$ cat config.mk
export PLATFORM = sky130hd
export DESIGN_NAME = dma_irq_router
export DESIGN_NICKNAME = d
export VERILOG_FILES = /design/src/rtl/router_pkg.sv /design/src/rtl/route_cfg_reg.sv /design/src/rtl/drq_steer.sv /design/src/rtl/irq_select.sv /design/src/rtl/dma_irq_router.sv
export SDC_FILE = /design/constraint.sdc
export NUM_CORES = 1
export LEC_CHECK = 0
export ABC_CLOCK_PERIOD_IN_PS = 2750
export BUFFER_PORTS_ARGS = -buffer_cell sky130_fd_sc_hd__buf_2
export CAP_MARGIN = 20
export CORE_MARGIN = 2
export CORE_UTILIZATION = 35
export CTS_CLUSTER_DIAMETER = 120
export CTS_CLUSTER_SIZE = 25
export DETAILED_ROUTE_END_ITERATION = 10
export PLACE_DENSITY_LB_ADDON = 0.25
export SYNTH_ARGS = -nofsm -noshare
export SYNTH_HDL_FRONTEND = slang
export SYNTH_SLANG_ARGS = --single-unit
export TNS_END_PERCENT = 5
$ cat constraint.sdc
create_clock -name clk -period 2.75 [get_ports clk]
set_clock_uncertainty 0.1 [all_clocks]
set_input_delay 0.275 -clock clk [delete_from_list [all_inputs] [get_ports clk]]
set_output_delay 0.275 -clock clk [all_outputs]
set_load 0.03 [all_outputs]
$ cat src/rtl/router_pkg.sv
package router_pkg;
  typedef enum logic [1:0] {
    IRQ_OFF  = 2'b00,
    IRQ_TC   = 2'b01,
    IRQ_CTRL = 2'b10,
    IRQ_TEST = 2'b11
  } irq_sel_e;

  // packed order matches register bits 5..0
  typedef struct packed {
    irq_sel_e irq_sel;
    logic     rx_en;
    logic     tx_en;
    logic     rx_from_b;
    logic     tx_from_dtr;
  } route_cfg_t;

  localparam int CFG_USED_W = $bits(route_cfg_t);
endpackage

$ cat src/rtl/route_cfg_reg.sv
module route_cfg_reg
  import router_pkg::*;
#(
  parameter int REG_W = 8
) (
  input  logic             clk,
  input  logic             rst,
  input  logic             we,
  input  logic [REG_W-1:0] wdata,
  output route_cfg_t       cfg,
  output logic [REG_W-1:0] rdata
);
  localparam int PAD_W = REG_W - CFG_USED_W;

  logic unused_hi;
  assign unused_hi = ^wdata[REG_W-1:CFG_USED_W];

  always_ff @(posedge clk) begin
    if (rst)     cfg <= '0;
    else if (we) cfg <= route_cfg_t'(wdata[CFG_USED_W-1:0]);
  end

  assign rdata = {{PAD_W{1'b0}}, cfg};
endmodule

$ cat src/rtl/drq_steer.sv
module drq_steer #(
  parameter int N_DIR = 2
) (
  input  logic             clk,
  input  logic             rst,
  input  logic [N_DIR-1:0] en,
  input  logic [N_DIR-1:0] pick_alt,
  input  logic [N_DIR-1:0] src_main,
  input  logic [N_DIR-1:0] src_alt,
  input  logic [N_DIR-1:0] block,
  output logic [N_DIR-1:0] drq
);
  for (genvar d = 0; d < N_DIR; d++) begin : g_dir
    logic pick;
    assign pick = pick_alt[d] ? src_alt[d] : src_main[d];
    always_ff @(posedge clk) begin
      if (rst) drq[d] <= 1'b0;
      else     drq[d] <= en[d] & ~block[d] & pick;
    end
  end
endmodule

$ cat src/rtl/irq_select.sv
module irq_select
  import router_pkg::*;
(
  input  logic     clk,
  input  logic     rst,
  input  irq_sel_e sel,
  input  logic     share,
  input  logic     tc_pulse,
  input  logic     cfg_write,
  input  logic     ctrl_irq,
  input  logic     test_mode,
  output logic     irq_out,
  output logic     irq_oe
);
  logic tc_flag;
  logic active;

  // a pulse wins over a write-clear in the same cycle
  always_ff @(posedge clk) begin
    if (rst)                                   tc_flag <= 1'b0;
    else if (tc_pulse && share && sel == IRQ_TC) tc_flag <= 1'b1;
    else if (cfg_write)                        tc_flag <= 1'b0;
  end

  always_comb begin
    unique case (sel)
      IRQ_TC:   active = tc_flag & share;
      IRQ_CTRL: active = ctrl_irq;
      IRQ_TEST: active = test_mode;
      default:  active = 1'b0;
    endcase
  end

  always_ff @(posedge clk) begin
    if (rst) begin
      irq_out <= 1'b0;
      irq_oe  <= 1'b0;
    end else begin
      irq_out <= active;
      irq_oe  <= share ? active : 1'b1;
    end
  end
endmodule

$ cat src/rtl/dma_irq_router.sv
module dma_irq_router
  import router_pkg::*;
#(
  parameter int REG_W = 8
) (
  input  logic             clk,
  input  logic             rst,
  input  logic             cfg_we,
  input  logic [REG_W-1:0] cfg_wdata,
  output logic [REG_W-1:0] cfg_rdata,
  input  logic             req_a_wait,
  input  logic             req_a_dtr,
  input  logic             req_b_wait,
  input  logic             tc_pulse,
  input  logic             test_mode_in,
  input  logic             ctrl_irq,
  input  logic             share_mode,
  output logic             drq_tx,
  output logic             drq_rx,
  output logic             irq_out,
  output logic             irq_oe,
  output logic             route_conflict
);
  localparam int TX = 0;
  localparam int RX = 1;

  route_cfg_t cfg;
  logic [1:0] drq;
  logic       illegal;

  route_cfg_reg #(.REG_W(REG_W)) u_cfg (
    .clk(clk), .rst(rst), .we(cfg_we), .wdata(cfg_wdata),
    .cfg(cfg), .rdata(cfg_rdata)
  );

  assign illegal = cfg.tx_en & cfg.rx_en & ~cfg.tx_from_dtr & ~cfg.rx_from_b;

  drq_steer #(.N_DIR(2)) u_drq (
    .clk(clk), .rst(rst),
    .en      ({cfg.rx_en,     cfg.tx_en}),
    .pick_alt({cfg.rx_from_b, cfg.tx_from_dtr}),
    .src_main({req_a_wait,    req_a_wait}),
    .src_alt ({req_b_wait,    req_a_dtr}),
    .block   ({illegal,       1'b0}),
    .drq     (drq)
  );

  assign drq_tx = drq[TX];
  assign drq_rx = drq[RX];

  always_ff @(posedge clk) begin
    if (rst) route_conflict <= 1'b0;
    else     route_conflict <= illegal;
  end

  irq_select u_irq (
    .clk(clk), .rst(rst), .sel(cfg.irq_sel), .share(share_mode),
    .tc_pulse(tc_pulse), .cfg_write(cfg_we), .ctrl_irq(ctrl_irq),
    .test_mode(test_mode_in), .irq_out(irq_out), .irq_oe(irq_oe)
  );
endmodule

[After elaboration in Yosys (flattened, before gate mapping)]
Cells that the tools add are included.
Widths: inputs -> output; s select.
Storage, ports and cells
  register bits after elaboration: 12
  bits of input ports: 18
  word-level logic and storage cells: 33
Operators by class
  eq/ne operators: 3
  mux-type cells: 6
  bitwise logic cells: 10
  reductions and logical operators: 3
Operator list (count)
  $and 1x1->1: 7
  $mux 1: 5
  $eq 2x2->1 const B: 2
  $not 1->1: 3
  $pmux 1 s3: 1
  $eq 2x1->1 const B: 1
  $logic_and 1x1->1: 2
  $reduce_bool 2->1: 1

[Logic depth before layout (Yosys ltp)]
Gate-level depths: netlist of the first run.
  word-level depth: 6
  mapped depth: 3
  gate-level depth less buffers: 3

[Cells and area by module]
A second synthesis of the first run with hierarchy kept.
Second synthesis, totals
  cells, all modules: 51
  area total of the unflattened synthesis: 531.8 µm²
Modules (own cells, without submodules)
  route_cfg_reg: instances 1, cells an instance 28, area an instance 277.8 µm², sequential area each 120.1 µm²
  irq_select: instances 1, cells an instance 12, area an instance 131.4 µm², sequential area each 60.1 µm²
  drq_steer: instances 1, cells an instance 6, area an instance 77.6 µm², sequential area each 40.0 µm²
  dma_irq_router: instances 1, cells an instance 5, area an instance 45.0 µm², sequential area each 20.0 µm²

[Worst setup path after synthesis of the first run]
Ideal clock, no wire load.
  kind: register -> register
  start point: reg, netlist name u_cfg.cfg[5]
  end point: reg u_irq.irq_oe
  setup time: 0.119 ns
  arrival time: 0.904 ns
  data required time: 2.531 ns
  slack: 1.626 ns
  cell stages (with the launch flop): 4
  path buffers: 0
  cells stage by stage: dfxtp_1 > nand4b_1 > o211a_1 > a21oi_1
On the way
  longest elaborated chain between the ends: 3
  elaborated cells between the ends (all ways): 5
  classes of those cells: 3 x eq/ne; 2 x mux
RTL lines
  $eq 2x2->1 / $eq 2x1->1 (equally long branches): line irq_select.sv:26  | unique case (sel)
  $pmux 1 s3 (*): line irq_select.sv:26
  $mux 1 (*): line irq_select.sv:40  | irq_oe <= share ? active : 1'b1;
  to (signal assigned): line irq_select.sv:40
  to (decl): line irq_select.sv:13  | output logic irq_oe
Mark *: on every way between the ends. The rest lies on a longest branch, timed or not.
A chain may end at the register's enable or synchronous reset.

[Worst setup path in the final report of the first run]
  start point: reg, netlist name u_cfg.cfg[4]
  end point: out cfg_rdata[4]
RTL lines
  to (decl): line dma_irq_router.sv:10  | output logic [REG_W-1:0] cfg_rdata,
No word-level cell between the ends.

==> results.toml, run 1 <==
[status]
status = "complete, no violations"

[sta]
max_clock_freq_mhz = 776
fin_setup_tns_ns = 0
finalCritPeriodShare_pct = 46.9
slew_viol_final = 0
finalSetupViolCount = 0
fin_crit_ns = 1.29
rsz0062_at_grt = "false"
hold_viol_final = 0

[floorplan]
core_um2 = 1270
start_util_pct = 36.2
die_w_um = 40.2
die_height_um = 40.2
ios = 31
rows = 13
die_area_um2 = 1620

[clock_network]
insertion_delay_ns = 0.26
post-cts-setup-buffers = 0
cts_resized = 0
numCtsBuffers = 3
clockRootBuffer = "clkbuf_4"
cts_buffer_depth = 2
hold_buffers = 0
tritoncts = "built"
clk_pin_slew_ns = 0.08
cts_sinks = 12
htree_levels = 1

[grt]
overflow = 0
grt_pass1_vias = 313
grt_max_degree = 12
grt_pass1_wl_um = 1330
antenna_found_initial = 0
grtUsageTotal_pct = 13.0

[yosys]
avgSynthCellArea_um2 = 9.98
yosys-top-cells-area = "dfxtp_1, mux2i_1, nor2_1"
synth_top_area_share_pct = 52.3
syn_inst = 46
yosys_register_bits = 12
syn-cell-area_um2 = 459
synth_seq_area_share_pct = 52.3
ys_warn_count = 0
ys_types = 15
yosys.area.top_type = "dfxtp_1"

[setup_path]
criticalPathCategory = "flip-flop to output pin"
cp.required_ns = 2.38
cp-end-kind = "output pin"
critPathLaunchType = "flip-flop"
critPathBufInv = 1
arrival_ns = 0.91
crit_family = "flip-flops"
max_stage_delay_ns = 0.42
critPathMaxFanout = 6
critical_path_depth = 1
cp_slowest_cell = "dfxtp_1"
path_cells = "buf_2"
reg2reg_depth = 3

[pwr]
pwr_density_cell_nw_per_um2 = 611
p_leak_nw = 0.313
ir_drop_mv = 0.345
power_uw = 381

[routing]
drt_iter0_markers = 4
via_count = 388
avgViaCountPerCell = 4.41
drc = 0
postRouteAntennaNets = 0
wl_per_cell_um = 9.69
wirelength_um = 853
drt_pass1_iterations = 3

[placed_design]
portBuffers = 26
place_congestion = 0.687
dp_hpwl_um = 650

[hold_path]
min_path_type = "primary input to flip-flop"
hold_depth = 2

[finish]
antennaDiodeCount = 0
post_route_cells_drive_above_1_share_pct = 41.1
syn_to_final_growth_pct = 35.7
nets = 92
n_fill_cell = 134

[job]
maxCapViolCount = 0
[power by group]
| group | total, mW | internal (mW) | switching [mW] |
|---|---|---|---|
| clock network | 0.138 | 0.0803 | 0.0579 |
| registers | 0.187 | 0.181 | 0.00598 |
| logic | 0.0551 | 0.0219 | 0.0333 |
[placed cells by master (no fill, tap or decap), types with 2 or more instances in the layout]
cell type / Yosys / layout
buf_2: 2 / 26
dfxtp_1: 12 / 12
mux2i_1: 7 / 7
nor2_1: 7 / 7
nand2b_1: 3 / 3
a21oi_1: 3 / 3
clkbuf_4: 0 / 3
nand2_1: 2 / 2
nand4b_1: 2 / 2
conb_1: 1 / 2
[synth_stat cells]
cell type  number
nand3b_1        1
nor3b_1         1
dfxtp_1        12
a21oi_1         3
buf_4           2
nor2_1          7
conb_1          1
nand4b_1        2
o211a_1         1
nand2_1         2
buf_2           2
nand3_1         1
nor3_1          1
nand2b_1        3
mux2i_1         7
[registers in the layout, indices dropped and copies added (netlist names)]
signal,flops
u_cfg.cfg,6
u_drq.drq,2
u_irq.irq_out,1
route_conflict,1
u_irq.tc_flag,1
u_irq.irq_oe,1
[worst paths after layout]
kind,from,endpoint,slack (ns)
max,u_cfg.cfg[4],cfg_rdata[4],1.46
min,share_mode,u_irq.irq_oe,0.11
max reg2reg,u_cfg.cfg[4],u_irq.irq_oe,1.77
min reg2reg,u_irq.tc_flag,u_irq.tc_flag,0.38
[per-layer routing]
metal	up-vias	track usage (%)	part of all wire, %	wire length [um]
li1	207	-	-	-
met1	166	18.2	47	403
met2	13	16.5	44	376
met3	2	3.33	7.7	66
met4	0	10.0	0.70	6
met5	-	0	0	0
[stage by stage]
| step | instance area (um^2) | hold slack, ns | util (%) | setup slack, ns | instances |
|---|---|---|---|---|---|
| after floorplan | 463 | 0.267 | - | 1.63 | 47 |
| after global placement | 587 | 0.361 | 46.3 | 1.75 | 84 |
| after detailed placement | 587 | 0.367 | 46.3 | 1.76 | 84 |
| after CTS | 623 | 0.0978 | 49.1 | 1.46 | 88 |
| after global routing | 623 | 0.105 | 49.1 | 1.41 | 88 |
| final | 623 | 0.108 | 49.1 | 1.46 | 88 |
[cell type report]
type,count,area (um^2),share of cell area [%]
Clock buffer,4,36.3,5.82
Sequential cell,12,240,38.6
Multi-Input combinational cell,31,198,31.7
Tap cell,15,18.8,3.01
Timing Repair Buffer,26,130,20.9
[cell families after synthesis]
logic type / Yosys count / share of synthesized area (%)
AO/OA/AOI/OAI: 4 / 5.45
buffers and inverters: 4 / 5.45
flip-flops: 12 / 52.3
multiplexers: 7 / 15.3
other: 1 / 0.817
AND/OR/NAND/NOR: 18 / 20.7
No activity file was read; power rests on OpenSTA's default activity.
==> run 2, diff against run 1 <==
--- a/config.mk
+++ b/config.mk
@@ -5,7 +5,8 @@
 export SDC_FILE = /design/constraint.sdc
 export NUM_CORES = 1
 export LEC_CHECK = 0
-export ABC_CLOCK_PERIOD_IN_PS = 2750
+export ABC_AREA = 1
+export ABC_CLOCK_PERIOD_IN_PS = 1200
 export BUFFER_PORTS_ARGS = -buffer_cell sky130_fd_sc_hd__buf_2
 export CAP_MARGIN = 20
 export CORE_MARGIN = 2
==> constraint.sdc (replaced) <==
create_clock -name clk -period 1.2 [get_ports clk]
set_clock_uncertainty 0.1 [all_clocks]
set_input_delay 0.12 -clock clk [delete_from_list [all_inputs] [get_ports clk]]
set_output_delay 0.12 -clock clk [all_outputs]
set_load 0.03 [all_outputs]
==> results.toml, run 2 <==
[clock_network]
cts_sinks = 12
post-cts-setup-buffers = 0
hold_buffers = 2
insertion_delay_ns = 0.26
numCtsBuffers = 3
clockRootBuffer = "clkbuf_4"
htree_levels = 1
clk_pin_slew_ns = 0.07
cts_buffer_depth = 2
tritoncts = "built"
cts_resized = 0

[status]
status = "complete, no violations"

[finish]
post_route_cells_drive_above_1_share_pct = 37.8
multi_input_comb_area_um2 = 165
layout_common_cells = "buf_2, dfxtp_1, nand2_1, inv_1"
nets = 109
antennaDiodeCount = 0
finalCoreUtilization_pct = 51.1
seq_area_um2 = 240
largest_register_ffs = 6
layout_commonest_cell = "buf_2"
largestRegisters = "u_cfg.cfg x6, u_drq.drq x2"
finalNonFillerCells = 105
n_fill_cell = 138
top_register = "u_cfg.cfg"
stdcell_area_um2 = 648
syn_to_final_growth_pct = 39.2

[routing]
wl_per_cell_um = 8.49
via_count = 465
avgViaCountPerCell = 4.43
wirelength_um = 891
drc = 0
drt_iter0_markers = 5
drt_pass1_iterations = 2
postRouteAntennaNets = 0

[setup_path]
arrival_ns = 0.89
path_cells = "buf_2"
critPathLaunchType = "flip-flop"
ff2ff_setup_slack_ns = 0.28
cp-end-kind = "output pin"
critPathMaxFanout = 5
cp.required_ns = 0.98
max_stage_delay_ns = 0.41
critPathBufInv = 1
crit_family = "flip-flops"
criticalPathCategory = "flip-flop to output pin"
cp_slowest_cell = "dfxtp_1"

[yosys]
synth_seq_area_share_pct = 51.6
yosys.area.top_type = "dfxtp_1"
yosys_register_bits = 12
syn-cell-area_um2 = 465
ys_types = 15
avgSynthCellArea_um2 = 7.76
synth_commonest_cells = "dfxtp_1, nand2_1, inv_1"
syn_inst = 60
ys_async_sr_fraction_pct = 0
yosys-top-cells-area = "dfxtp_1, nand2_1, a21oi_1"
synth_most_common_cell = "dfxtp_1"
ys_warn_count = 0
ys.flop_type = "dfxtp_1"
synth_top_area_share_pct = 51.6
synth_edf_count = 0

[pwr]
p_leak_nw = 0.352
power_uw = 893
ir_drop_mv = 0.651
pwr_density_cell_nw_per_um2 = 1380

[placed_design]
dp.cells = 99
place_congestion = 0.707
dp_hpwl_um = 750
dpl_cell_area_um2 = 592
portBuffers = 26
dp_slack_ns = 0.281

[grt]
grt_pass1_vias = 369
overflow = 0
grt_max_degree = 13
grtUsageTotal_pct = 13.5
grt_pass1_wl_um = 1440
antenna_found_initial = 0

[floorplan]
die_area_um2 = 1640
start_util_pct = 36.7
die_height_um = 40.5
die_w_um = 40.5
rows = 13
core_um2 = 1270
ios = 31

[sta]
hold_viol_final = 0
worst_hold_slack_ns = 0.0214
fin_crit_ns = 1.11
slew_viol_final = 0
fin_setup_tns_ns = 0
rsz0062_at_grt = "false"
finalSetupViolCount = 0
fin_ws_ns = 0.0870
finalCritPeriodShare_pct = 92.8
max_clock_freq_mhz = 898

[job]
maxCapViolCount = 0

[hold_path]
min_path_type = "primary input to flip-flop"
[run 2: area by class of cell]
class / instances / area share (%)
Sequential cell: 12 / 37.1
Multi-Input combinational cell: 36 / 25.5
Timing Repair Buffer: 28 / 23.2
Inverter: 10 / 5.79
Clock buffer: 4 / 5.60
Tap cell: 15 / 2.90
[run 2: path summary, 6_finish.rpt]
check                startpoint            end  cells past startpoint
setup / recovery   u_cfg.cfg[4]   cfg_rdata[4]                      1
setup reg to reg   u_cfg.cfg[4]   u_irq.irq_oe                      5
hold / removal     cfg_wdata[5]   u_cfg.cfg[5]                      3
hold reg to reg   u_irq.tc_flag  u_irq.tc_flag                      2
[run 2: report_power, final]
part           total [mW]  switching (mW)  internal [mW]  leakage (nW)
Combinational       0.151          0.0976         0.0533         0.232
Clock               0.310           0.126          0.184        0.0210
Sequential          0.432          0.0128          0.420        0.0989
[run 2: logic make-up (layout without fill, tap and decap cells)]
kind of cell	after synthesis	in the layout	share of synthesized area [%]
other	1	2	0.806
buffers and inverters	13	42	13.7
and+or+nand+nor	22	22	21.0
DFF	12	12	51.6
AOI/OAI and AO/OA	12	12	12.9
[run 2: per-layer routing]
layer | track usage [%] | vias to the layer above | routed length [um]
met1 | 15.5 | 203 | 395
met2 | 22.6 | 12 | 435
met5 | 0 | - | 0
li1 | - | 248 | -
met3 | 5.00 | 2 | 45
met4 | 5.00 | 0 | 14
==> run 3, diff against run 2 <==
--- a/config.mk
+++ b/config.mk
@@ -6,15 +6,17 @@
 export NUM_CORES = 1
 export LEC_CHECK = 0
 export ABC_AREA = 1
-export ABC_CLOCK_PERIOD_IN_PS = 1200
+export ABC_CLOCK_PERIOD_IN_PS = 1000
 export BUFFER_PORTS_ARGS = -buffer_cell sky130_fd_sc_hd__buf_2
 export CAP_MARGIN = 20
+export CELL_PAD_IN_SITES_DETAIL_PLACEMENT = 1
+export CELL_PAD_IN_SITES_GLOBAL_PLACEMENT = 2
 export CORE_MARGIN = 2
-export CORE_UTILIZATION = 35
+export CORE_UTILIZATION = 17
 export CTS_CLUSTER_DIAMETER = 120
 export CTS_CLUSTER_SIZE = 25
 export DETAILED_ROUTE_END_ITERATION = 10
-export PLACE_DENSITY_LB_ADDON = 0.25
+export PLACE_DENSITY_LB_ADDON = 0.1
 export SYNTH_ARGS = -nofsm -noshare
 export SYNTH_HDL_FRONTEND = slang
 export SYNTH_SLANG_ARGS = --single-unit
==> constraint.sdc (replaced) <==
create_clock -name clk -period 1 [get_ports clk]
set_clock_uncertainty 0.1 [all_clocks]
set_input_delay 0.1 -clock clk [delete_from_list [all_inputs] [get_ports clk]]
set_output_delay 0.1 -clock clk [all_outputs]
set_load 0.03 [all_outputs]
==> results.toml, run 3 (synthesis results as in run 2) <==
[finish]
syn_to_final_growth_pct = 58.3
layout_commonest_cell = "buf_2"
largestRegisters = "u_cfg.cfg x6, u_drq.drq x2"
finalCoreUtilization_pct = 29.0
antennaDiodeCount = 0
largest_register_ffs = 6
nets = 112
layout_common_cells = "buf_2, nand2_1, inv_1"
post_route_cells_drive_above_1_share_pct = 43.5
top_register = "u_cfg.cfg"
finalNonFillerCells = 122

[setup_path]
cp_slowest_cell = "dfxtp_4"
critPathMaxFanout = 5
critPathLaunchType = "flip-flop"
cp-end-kind = "output pin"
criticalPathCategory = "flip-flop to output pin"
max_stage_delay_ns = 0.38
path_cells = "buf_6"
crit_family = "flip-flops"
critPathBufInv = 1
ff2ff_setup_slack_ns = 0.11
r2r_start = "u_cfg.cfg[4]"
reg2reg_depth = 6
reg2reg_to = "u_irq.irq_oe"
arrival_ns = 0.78
cp.required_ns = 0.80

[clock_network]
clk_pin_slew_ns = 0.07
insertion_delay_ns = 0.27
numCtsBuffers = 3
clockRootBuffer = "clkbuf_4"
htree_levels = 1
cts_buffer_depth = 2
tritoncts = "built"
cts_sinks = 12
post-cts-setup-buffers = 0

[floorplan]
die_height_um = 56.3
ios = 31
core_um2 = 2540
die_w_um = 56.3
start_util_pct = 18.3
rows = 18
die_area_um2 = 3170

[hold_path]
min_path_type = "primary input to flip-flop"
min_from = "rst"
hold_end = "u_drq.drq[0]"
hold_depth = 2

[grt]
antenna_found_initial = 0
grtUsageTotal_pct = 7.55
grt_max_degree = 13
grt_pass1_wl_um = 1810
grt_pass1_vias = 401
overflow = 0

[sta]
finalCritPeriodShare_pct = 97.6
fin_crit_ns = 0.976
hold_viol_final = 1
slew_viol_final = 0
fin_setup_tns_ns = 0
finalSetupViolCount = 0
worst_hold_slack_ns = -0.0418
rsz0062_at_grt = "true"
max_clock_freq_mhz = 1020

[placed_design]
dp_hpwl_um = 924
dp.cells = 114
portBuffers = 26
place_congestion = 0.669

[job]
maxCapViolCount = 0

[pwr]
p_seq_share_pct = 51.1
ir_drop_mv = 0.954
p_leak_nw = 0.367
sw_frac_of_total_pct = 28.5
p_int_uw = 735
power_frac_comb_pct = 20.7
p_clk_share_pct = 28.1
power_mw = 1.03
p_sw_uw = 293
pwr_density_cell_nw_per_um2 = 1390

[routing]
wirelength_um = 1200
drc = 0
wl_per_cell_um = 9.83
via_count = 484
drt_iter0_markers = 3
drt_pass1_iterations = 4
postRouteAntennaNets = 0
avgViaCountPerCell = 3.97

[status]
violations = "negative hold slack"
status = "complete, but fails checks"
-- run 3: cell types whose count changed in the layout (fill, tap and decap cells not counted), sizes merged --
| cell | delta |
|---|---|
| buf | -1 |
| dlygate4sd3 | +3 |
-- run 3: worst max path at each step --
stage                 start           end  slack, ns  depth (start not counted)
6_report       u_cfg.cfg[4]  cfg_rdata[4]       0.02                          1
3_5_place_dp   u_cfg.cfg[4]  u_irq.irq_oe        0.1                          5
4_1_cts        u_cfg.cfg[0]  cfg_rdata[0]     -0.003                          1
2_1_floorplan  u_cfg.cfg[0]  u_drq.drq[1]      -0.03                          4
3_3_place_gp   u_cfg.cfg[4]  u_irq.irq_oe       0.11                          6
5_1_grt        u_cfg.cfg[5]  cfg_rdata[5]      -0.01                          1
-- run 3: repair_timing --
item                       in CTS  in global routing
hold buffers                    4                  1
hold endpoints to repair        8                  3
gates resized for setup        14                  5
setup endpoints to repair       6                  7
-- run 3: metrics by stage --
stage          hold WS [ns]  worst slack, ns  instance area, um^2
2_1_floorplan        0.0691          -0.0267                  472
3_3_place_gp          0.234            0.110                  613
3_5_place_dp          0.239           0.0986                  613
4_1_cts             -0.0394         -0.00284                  714
5_1_grt             -0.0338          -0.0108                  737
6_report            -0.0418           0.0237                  737
-- run 3: area by class of cell --
type / count / area [um^2]
well taps: 30 / 37.5
multi-input cells: 36 / 170
flip-flops and latches: 12 / 253
inverters: 10 / 37.5
clock buffers: 3 / 22.5
repair buffers: 31 / 216
fillers: 324 / 1810
-- run 3: power by group through the flow --
stage | Sequential, mW | Combinational, mW | Clock [mW]
after floorplan | 0.581 | 0.0705 | 0
after CTS | 0.525 | 0.211 | 0.310
after detailed placement | 0.533 | 0.181 | 0
final | 0.525 | 0.213 | 0.289
after global placement | 0.533 | 0.182 | 0
after global routing | 0.529 | 0.235 | 0.329
-- run 3: metal layers --
layer,vias to the layer above,track usage (%),wire length (um)
met5,-,0,0
met4,0,2.04,10
met3,2,4.61,113
met2,17,10.8,537
met1,210,9.52,538
li1,255,-,-
